## config.mk

```make
export PLATFORM = sky130hd
export DESIGN_NAME = aon_wake_intc
export DESIGN_NICKNAME = d
export VERILOG_FILES = /design/src/rtl/wic_pkg.sv /design/src/rtl/wic_nmi_trig.sv /design/src/rtl/wic_bus_fsm.sv /design/src/rtl/wic_low_enc.sv /design/src/rtl/aon_wake_intc.sv
export SDC_FILE = /design/constraint.sdc
export NUM_CORES = 1
export LEC_CHECK = 0
export ABC_CLOCK_PERIOD_IN_PS = 9800
export CAP_MARGIN = 25
export CORE_MARGIN = 2
export CORE_UTILIZATION = 30
export CTS_CLUSTER_DIAMETER = 120
export DETAILED_ROUTE_END_ITERATION = 12
export GPL_TIMING_DRIVEN = 0
export PLACE_DENSITY = 0.59
export SYNTH_ARGS = -nofsm -noshare
export SYNTH_HDL_FRONTEND = slang
export SYNTH_SLANG_ARGS = --single-unit
```

## constraint.sdc

```tcl
create_clock -name clk -period 9.8 [get_ports clk]
set_input_delay 1.96 -clock clk [delete_from_list [all_inputs] [get_ports clk]]
set_output_delay 1.96 -clock clk [all_outputs]
set_load 0.02 [all_outputs]
```

## src/rtl/wic_pkg.sv

```systemverilog
package wic_pkg;

    typedef enum logic [1:0] {
        TRIG_LOW  = 2'b00,
        TRIG_FALL = 2'b01,
        TRIG_HIGH = 2'b10,
        TRIG_RISE = 2'b11
    } trig_e;

    typedef enum logic [0:0] {
        BUS_IDLE = 1'b0,
        BUS_ACK  = 1'b1
    } bus_state_e;

    localparam int ADDR_W = 8;
    localparam int DATA_W = 32;

    localparam logic [ADDR_W-1:0] OFS_VECTOR = 8'h00;
    localparam logic [ADDR_W-1:0] OFS_BASE   = 8'h04;
    localparam logic [ADDR_W-1:0] OFS_TRIG   = 8'h0C;
    localparam logic [ADDR_W-1:0] OFS_PEND   = 8'h10;
    localparam logic [ADDR_W-1:0] OFS_EN     = 8'h40;
    localparam logic [ADDR_W-1:0] OFS_MASK   = 8'h50;
    localparam logic [ADDR_W-1:0] OFS_RESP   = 8'h60;

endpackage

```

## src/rtl/wic_nmi_trig.sv

```systemverilog
module wic_nmi_trig
    import wic_pkg::*;
#(
    parameter int SYNC_STAGES = 2
) (
    input  logic  clk,
    input  logic  rst_n,
    input  logic  pin,
    input  trig_e mode,
    output logic  hit,
    output logic  level_mode
);
    localparam int CHAIN = SYNC_STAGES + 1;

    logic [CHAIN-1:0] chain_q;
    logic             cur;
    logic             prev;

    // Synchronizer stages followed by one history flop for edge detection
    genvar g;
    generate
        for (g = 0; g < CHAIN; g++) begin : g_stage
            if (g == 0) begin : g_first
                always_ff @(posedge clk or negedge rst_n) begin
                    if (!rst_n) chain_q[0] <= 1'b0;
                    else        chain_q[0] <= pin;
                end
            end else begin : g_rest
                always_ff @(posedge clk or negedge rst_n) begin
                    if (!rst_n) chain_q[g] <= 1'b0;
                    else        chain_q[g] <= chain_q[g-1];
                end
            end
        end
    endgenerate

    assign cur  = chain_q[SYNC_STAGES-1];
    assign prev = chain_q[SYNC_STAGES];

    always_comb begin
        hit        = 1'b0;
        level_mode = 1'b0;
        unique case (mode)
            TRIG_LOW:  begin hit = !cur;          level_mode = 1'b1; end
            TRIG_FALL: begin hit = prev && !cur;  level_mode = 1'b0; end
            TRIG_HIGH: begin hit = cur;           level_mode = 1'b1; end
            TRIG_RISE: begin hit = cur && !prev;  level_mode = 1'b0; end
            default:   begin hit = 1'b0;          level_mode = 1'b0; end
        endcase
    end

endmodule

```

## src/rtl/wic_bus_fsm.sv

```systemverilog
module wic_bus_fsm
    import wic_pkg::*;
(
    input  logic clk,
    input  logic rst_n,
    input  logic req,
    output logic accept,
    output logic ack
);
    bus_state_e state_q;
    bus_state_e state_d;

    always_comb begin
        state_d = state_q;
        unique case (state_q)
            BUS_IDLE: if (req) state_d = BUS_ACK;   // accept
            BUS_ACK:  state_d = BUS_IDLE;           // release
            default:  state_d = BUS_IDLE;
        endcase
    end

    always_ff @(posedge clk or negedge rst_n) begin
        if (!rst_n) state_q <= BUS_IDLE;
        else        state_q <= state_d;
    end

    always_comb begin
        accept = 1'b0;
        ack    = 1'b0;
        unique case (state_q)
            BUS_IDLE: accept = req;
            BUS_ACK:  ack    = 1'b1;
            default:  begin accept = 1'b0; ack = 1'b0; end
        endcase
    end

endmodule

```

## src/rtl/wic_low_enc.sv

```systemverilog
module wic_low_enc #(
    parameter int WIDTH = 32,
    localparam int IDX_W = (WIDTH > 1) ? $clog2(WIDTH) : 1
) (
    input  logic [WIDTH-1:0] vec,
    output logic             found,
    output logic [IDX_W-1:0] idx
);
    always_comb begin
        found = 1'b0;
        idx   = '0;
        for (int i = WIDTH - 1; i >= 0; i--) begin
            if (vec[i]) begin
                found = 1'b1;
                idx   = IDX_W'(i);
            end
        end
    end
endmodule

```

## src/rtl/aon_wake_intc.sv

```systemverilog
module aon_wake_intc
    import wic_pkg::*;
#(
    parameter int N_IRQ       = 32,
    parameter int SYNC_STAGES = 2
) (
    input  logic              clk,
    input  logic              rst_n,
    input  logic              bus_req,
    input  logic              bus_we,
    input  logic [7:0]        bus_addr,
    input  logic [31:0]       bus_wdata,
    output logic [31:0]       bus_rdata,
    output logic              bus_ack,
    input  logic              nmi_pin,
    input  logic [N_IRQ-1:1]  irq_src,
    output logic              nmi_req,
    output logic              cpu_irq
);
    localparam int IDX_W = (N_IRQ > 1) ? $clog2(N_IRQ) : 1;

    logic              accept;
    logic              wr_en;
    logic [DATA_W-3:0] base_q;
    trig_e             trig_q;
    logic [N_IRQ-1:0]  pend_q;
    logic [N_IRQ-1:0]  en_q;
    logic [N_IRQ-1:0]  mask_q;
    logic [N_IRQ-1:0]  resp_q;
    logic [N_IRQ-1:0]  pend_d;
    logic [N_IRQ-1:0]  set_vec;
    logic [N_IRQ-1:0]  clr_vec;
    logic [N_IRQ-1:0]  lvl_vec;
    logic              nmi_hit;
    logic              nmi_level;
    logic              vec_found;
    logic [IDX_W-1:0]  vec_idx;
    logic [DATA_W-1:0] vec_word;
    logic [DATA_W-1:0] rd_mux;
    logic [DATA_W-1:0] rdata_q;

    function automatic logic [DATA_W-1:0] widen(input logic [N_IRQ-1:0] v);
        logic [DATA_W-1:0] r;
        r = '0;
        r[N_IRQ-1:0] = v;
        return r;
    endfunction

    wic_bus_fsm u_fsm (
        .clk    (clk),
        .rst_n  (rst_n),
        .req    (bus_req),
        .accept (accept),
        .ack    (bus_ack)
    );

    wic_nmi_trig #(.SYNC_STAGES(SYNC_STAGES)) u_trig (
        .clk        (clk),
        .rst_n      (rst_n),
        .pin        (nmi_pin),
        .mode       (trig_q),
        .hit        (nmi_hit),
        .level_mode (nmi_level)
    );

    wic_low_enc #(.WIDTH(N_IRQ)) u_enc (
        .vec   (pend_q & ~mask_q),
        .found (vec_found),
        .idx   (vec_idx)
    );

    assign wr_en = accept && bus_we;

    // Configuration registers
    always_ff @(posedge clk or negedge rst_n) begin
        if (!rst_n) begin
            base_q <= '0;
            trig_q <= TRIG_RISE;
            en_q   <= '0;
            mask_q <= '0;
            resp_q <= '0;
        end else if (wr_en) begin
            unique case (bus_addr)
                OFS_BASE: base_q <= bus_wdata[DATA_W-1:2];
                OFS_TRIG: trig_q <= trig_e'(bus_wdata[1:0]);
                OFS_EN:   en_q   <= bus_wdata[N_IRQ-1:0];
                OFS_MASK: mask_q <= bus_wdata[N_IRQ-1:0];
                OFS_RESP: resp_q <= bus_wdata[N_IRQ-1:0];
                default:  ;
            endcase
        end
    end

    // Pending: clear beats a level set, an edge set survives a clear
    always_comb begin
        set_vec    = '0;
        set_vec[0] = nmi_hit;
        set_vec[N_IRQ-1:1] = irq_src;
        lvl_vec    = '1;
        lvl_vec[0] = nmi_level;
        clr_vec    = (wr_en && bus_addr == OFS_PEND) ? bus_wdata[N_IRQ-1:0] : '0;
        pend_d     = (pend_q & ~clr_vec) | (set_vec & ~(clr_vec & lvl_vec));
    end

    always_ff @(posedge clk or negedge rst_n) begin
        if (!rst_n) pend_q <= '0;
        else        pend_q <= pend_d;
    end

    assign vec_word = {base_q, 2'b00} + (vec_found ? (DATA_W'(vec_idx) << 2) : '0);

    always_comb begin
        unique case (bus_addr)
            OFS_VECTOR: rd_mux = vec_word;
            OFS_BASE:   rd_mux = {base_q, 2'b00};
            OFS_TRIG:   rd_mux = {30'd0, trig_q};
            OFS_PEND:   rd_mux = widen(pend_q);
            OFS_EN:     rd_mux = widen(en_q);
            OFS_MASK:   rd_mux = widen(mask_q);
            OFS_RESP:   rd_mux = widen(resp_q);
            default:    rd_mux = '0;
        endcase
    end

    always_ff @(posedge clk or negedge rst_n) begin
        if (!rst_n)      rdata_q <= '0;
        else if (accept) rdata_q <= bus_we ? '0 : rd_mux;
    end

    assign bus_rdata = rdata_q;
    assign nmi_req   = pend_q[0] & en_q[0];
    assign cpu_irq   = |(pend_q & ~mask_q & ~resp_q);

endmodule

```

==> impl_metrics.json <==
{
  "status": "finished clean",
  "hp-class": "flop to flop",
  "synthCells": 907,
  "fin_hold_ws_ns": 0.354,
  "fmax_mhz": 195,
  "report.final.slew_viol_count": 0,
  "die_h_microns": 186,
  "drive_above_1_share": 0.170,
  "final_nets": 1120,
  "fp.dieArea_sq_um": 34700,
  "synth-async-reset-ratio": 1.00,
  "required_ns": 10.19,
  "synth.top_cells.by_area": "dfrtp_1 49%, mux2_2 14%, mux2i_1 5.0%",
  "yosys-top-cells-count": "194 x dfrtp_1, 128 x mux2_2, 63 x nor2_1, 59 x a21oi_1, 55 x nand2_1",
  "vias": 8126,
  "p_leak_nw": 5.24,
  "drv_cap": 0,
  "syn_nets": 989,
  "cts_buffers": 17,
  "endpoint_kind": "flop",
  "start_util": 0.306,
  "drc": 0,
  "cp-start-kind": "primary input",
  "clock_sinks": 196,
  "root_buffer": "clkbuf_16",
  "first_global_vias": 8029,
  "syn-cell-area_sq_um": 9970,
  "die_x_microns": 186,
  "hold_buffers": 0,
  "cts_max_level": 4,
  "vdd_ir_drop_max_v": 0.000120,
  "core.rowCount": 66,
  "hpwlAfterDp_microns": 25700,
  "finalHoldViolCount": 0,
  "rsz0062_at_grt": "false",
  "routed_wl_microns": 35600,
  "fin_skew_ns": 0.0173,
  "synthDistinctLibCells": 61,
  "fin_cells": 1493,
  "viasPerCell": 5.44,
  "slew_headroom": 0.287,
  "grt-ovfl-total": 0,
  "synth_top_flop_cell": "dfrtp_1",
  "cts_tree": "yes",
  "wl_per_cell_microns": 23.8,
  "ant_nets": 0,
  "syn_to_final_growth_pct": 23.0,
  "clock_latency_ns": 0.46,
  "synth_top_area_frac": 0.487,
  "path_max_fanout": 6,
  "grt_antenna_before_repair": 0,
  "dr.pass1.iters": 6,
  "tightest_slew_ns": 1.07,
  "postCtsSetupBuffers": 0,
  "io_buffers": 106,
  "finalSetupViolCount": 0,
  "power.density_nw_per_um2": 135,
  "period_minus_slack_ns": 5.12,
  "synth_warnings": 0,
  "clock_tree.buffer_depth": 2,
  "dp.cells": 1461,
  "drtIter0Drc": 695,
  "diodes": 0,
  "grt_pass1_wl_microns": 52300,
  "synth_edf_count": 0,
  "cts-resized-gates": 0,
  "grt_usage": 0.211,
  "yosysMostFrequentCell": "dfrtp_1",
  "place_congestion": 0.886,
  "crit_arrival_ns": 5.51,
  "fillers": 3256,
  "core_sq_um": 32600,
  "ys_ff_latch": 196,
  "synth_area_leader_cell": "dfrtp_1",
  "critPathKind": "primary input to flop",
  "clk_pin_slew_ns": 0.08,
  "yosysSeqAreaShare": 0.492,
  "finalCritPeriodShare": 0.522,
  "syn_avg_cell_area_sq_um": 11.0,
  "pin_count": 111,
  "grt_max_degree": 109
}
worst max-delay path, stage by stage:
cell and delay (ns):
clkdlybuf4s50_1 0.45, nor4_1 0.78, nand2_1 0.27, nor3_2 0.72, nand3_1 0.60, inv_1 0.48
a221o_1 0.22
logic make-up (layout without fill, tap and decap cells):
| kind of cell | count (synthesis) | in the layout | share of synthesized area |
|---|---|---|---|
| flops | 196 | 196 | 0.492 |
| xor+xnor | 24 | 24 | 0.0211 |
| mux | 178 | 178 | 0.195 |
| buf+inv | 56 | 200 | 0.0228 |
| compound gates | 205 | 205 | 0.136 |
| fa+ha+maj | 6 | 6 | 0.00828 |
| simple gates | 242 | 242 | 0.125 |
worst paths after layout:
| kind | start | endpoint | slack [ns] | cells after the start |
|---|---|---|---|---|
| max | bus_addr[7] | bus_rdata[15] | 4.68 | 7 |
| min | u_trig.chain_q[0] | u_trig.cur | 0.35 | 0 |
| max reg2reg | pend_q[2] | bus_rdata[29] | 4.90 | 14 |
| min reg2reg | u_trig.chain_q[0] | u_trig.cur | 0.35 | 0 |
| max in group asynchronous | rst_n | en_q[31] | 7.27 | 2 |
| min in group asynchronous | rst_n | pend_q[9] | 1.49 | 1 |
metrics by stage:
step | worst slack, ns | TNS, ns | area (sq um) | util | power, mW
after global routing | 4.38 | 0 | 12300 | 0.376 | 1.72
after floorplan | 5.88 | 0 | 9970 | - | 0.882
after global placement | -1.79 | -341.41 | 11600 | 0.355 | 0.959
final | 4.68 | 0 | 12300 | 0.376 | 1.66
after CTS | 4.84 | 0 | 12300 | 0.376 | 1.67
after detailed placement | 4.39 | 0 | 11700 | 0.358 | 0.963
cell usage in the layout, fill, tap and decap left out, types with 4 or more instances in the layout:
cell type / netlist / routed
a211oi_1: 6 / 6
a21o_1: 4 / 4
a21oi_1: 59 / 59
a221o_1: 8 / 8
a221oi_1: 7 / 7
a22oi_1: 9 / 9
a2bb2oi_1: 7 / 7
a31oi_1: 6 / 6
and2_1: 6 / 6
and4_1: 11 / 11
buf_1: 11 / 11
buf_6: 2 / 4
clkbuf_1: 27 / 28
clkbuf_16: 0 / 17
clkdlybuf4s50_1: 0 / 105
dfrtp_1: 194 / 194
ha_1: 5 / 5
inv_1: 14 / 14
inv_6: 0 / 4
inv_8: 0 / 6
mux2_2: 128 / 128
mux2i_1: 50 / 50
nand2_1: 55 / 55
nand2b_1: 34 / 34
nand3_1: 15 / 15
nand4_1: 12 / 12
nor2_1: 63 / 63
nor2b_1: 13 / 13
nor3_1: 14 / 13
nor4_1: 7 / 7
o21ai_0: 31 / 31
o221ai_1: 10 / 10
o22ai_1: 26 / 26
xnor2_1: 17 / 17
xor2_1: 7 / 7
flip-flops by register name (all words and copies together) (netlist names):
name,count
bus_rdata,32
en_q,32
mask_q,32
pend_q,32
resp_q,32
base_q,30
trig_q,2
u_fsm.state_q,1
u_trig.chain_q,1
u_trig.cur,1
u_trig.prev,1
where the power goes:
part	total [mW]	switching (mW)	internal, mW
Sequential	0.830	0.0106	0.820
Combinational	0.116	0.0650	0.0510
Clock	0.715	0.371	0.344
Total	1.66	0.446	1.21
routing by layer:
| metal | up-vias | wire [microns] | GRT usage |
|---|---|---|---|
| li1 | 3630 | - | - |
| met1 | 4109 | 15700 | 0.291 |
| met2 | 337 | 16400 | 0.334 |
| met3 | 50 | 2690 | 0.0436 |
| met4 | 0 | 772 | 0.0630 |
| met5 | - | 0 | 0 |
area by class of cell:
class | count | area, sq um | share of cell area
flip-flops and latches | 196 | 4910 | 0.400
multi-input cells | 655 | 4840 | 0.395
repair buffers | 112 | 1150 | 0.0941
well taps | 442 | 553 | 0.0451
clock buffers | 18 | 429 | 0.0350
plain buffers | 42 | 175 | 0.0143
clock inverters | 14 | 153 | 0.0124
inverters | 14 | 52.6 | 0.00429
Power figures use the tool's default switching activity.
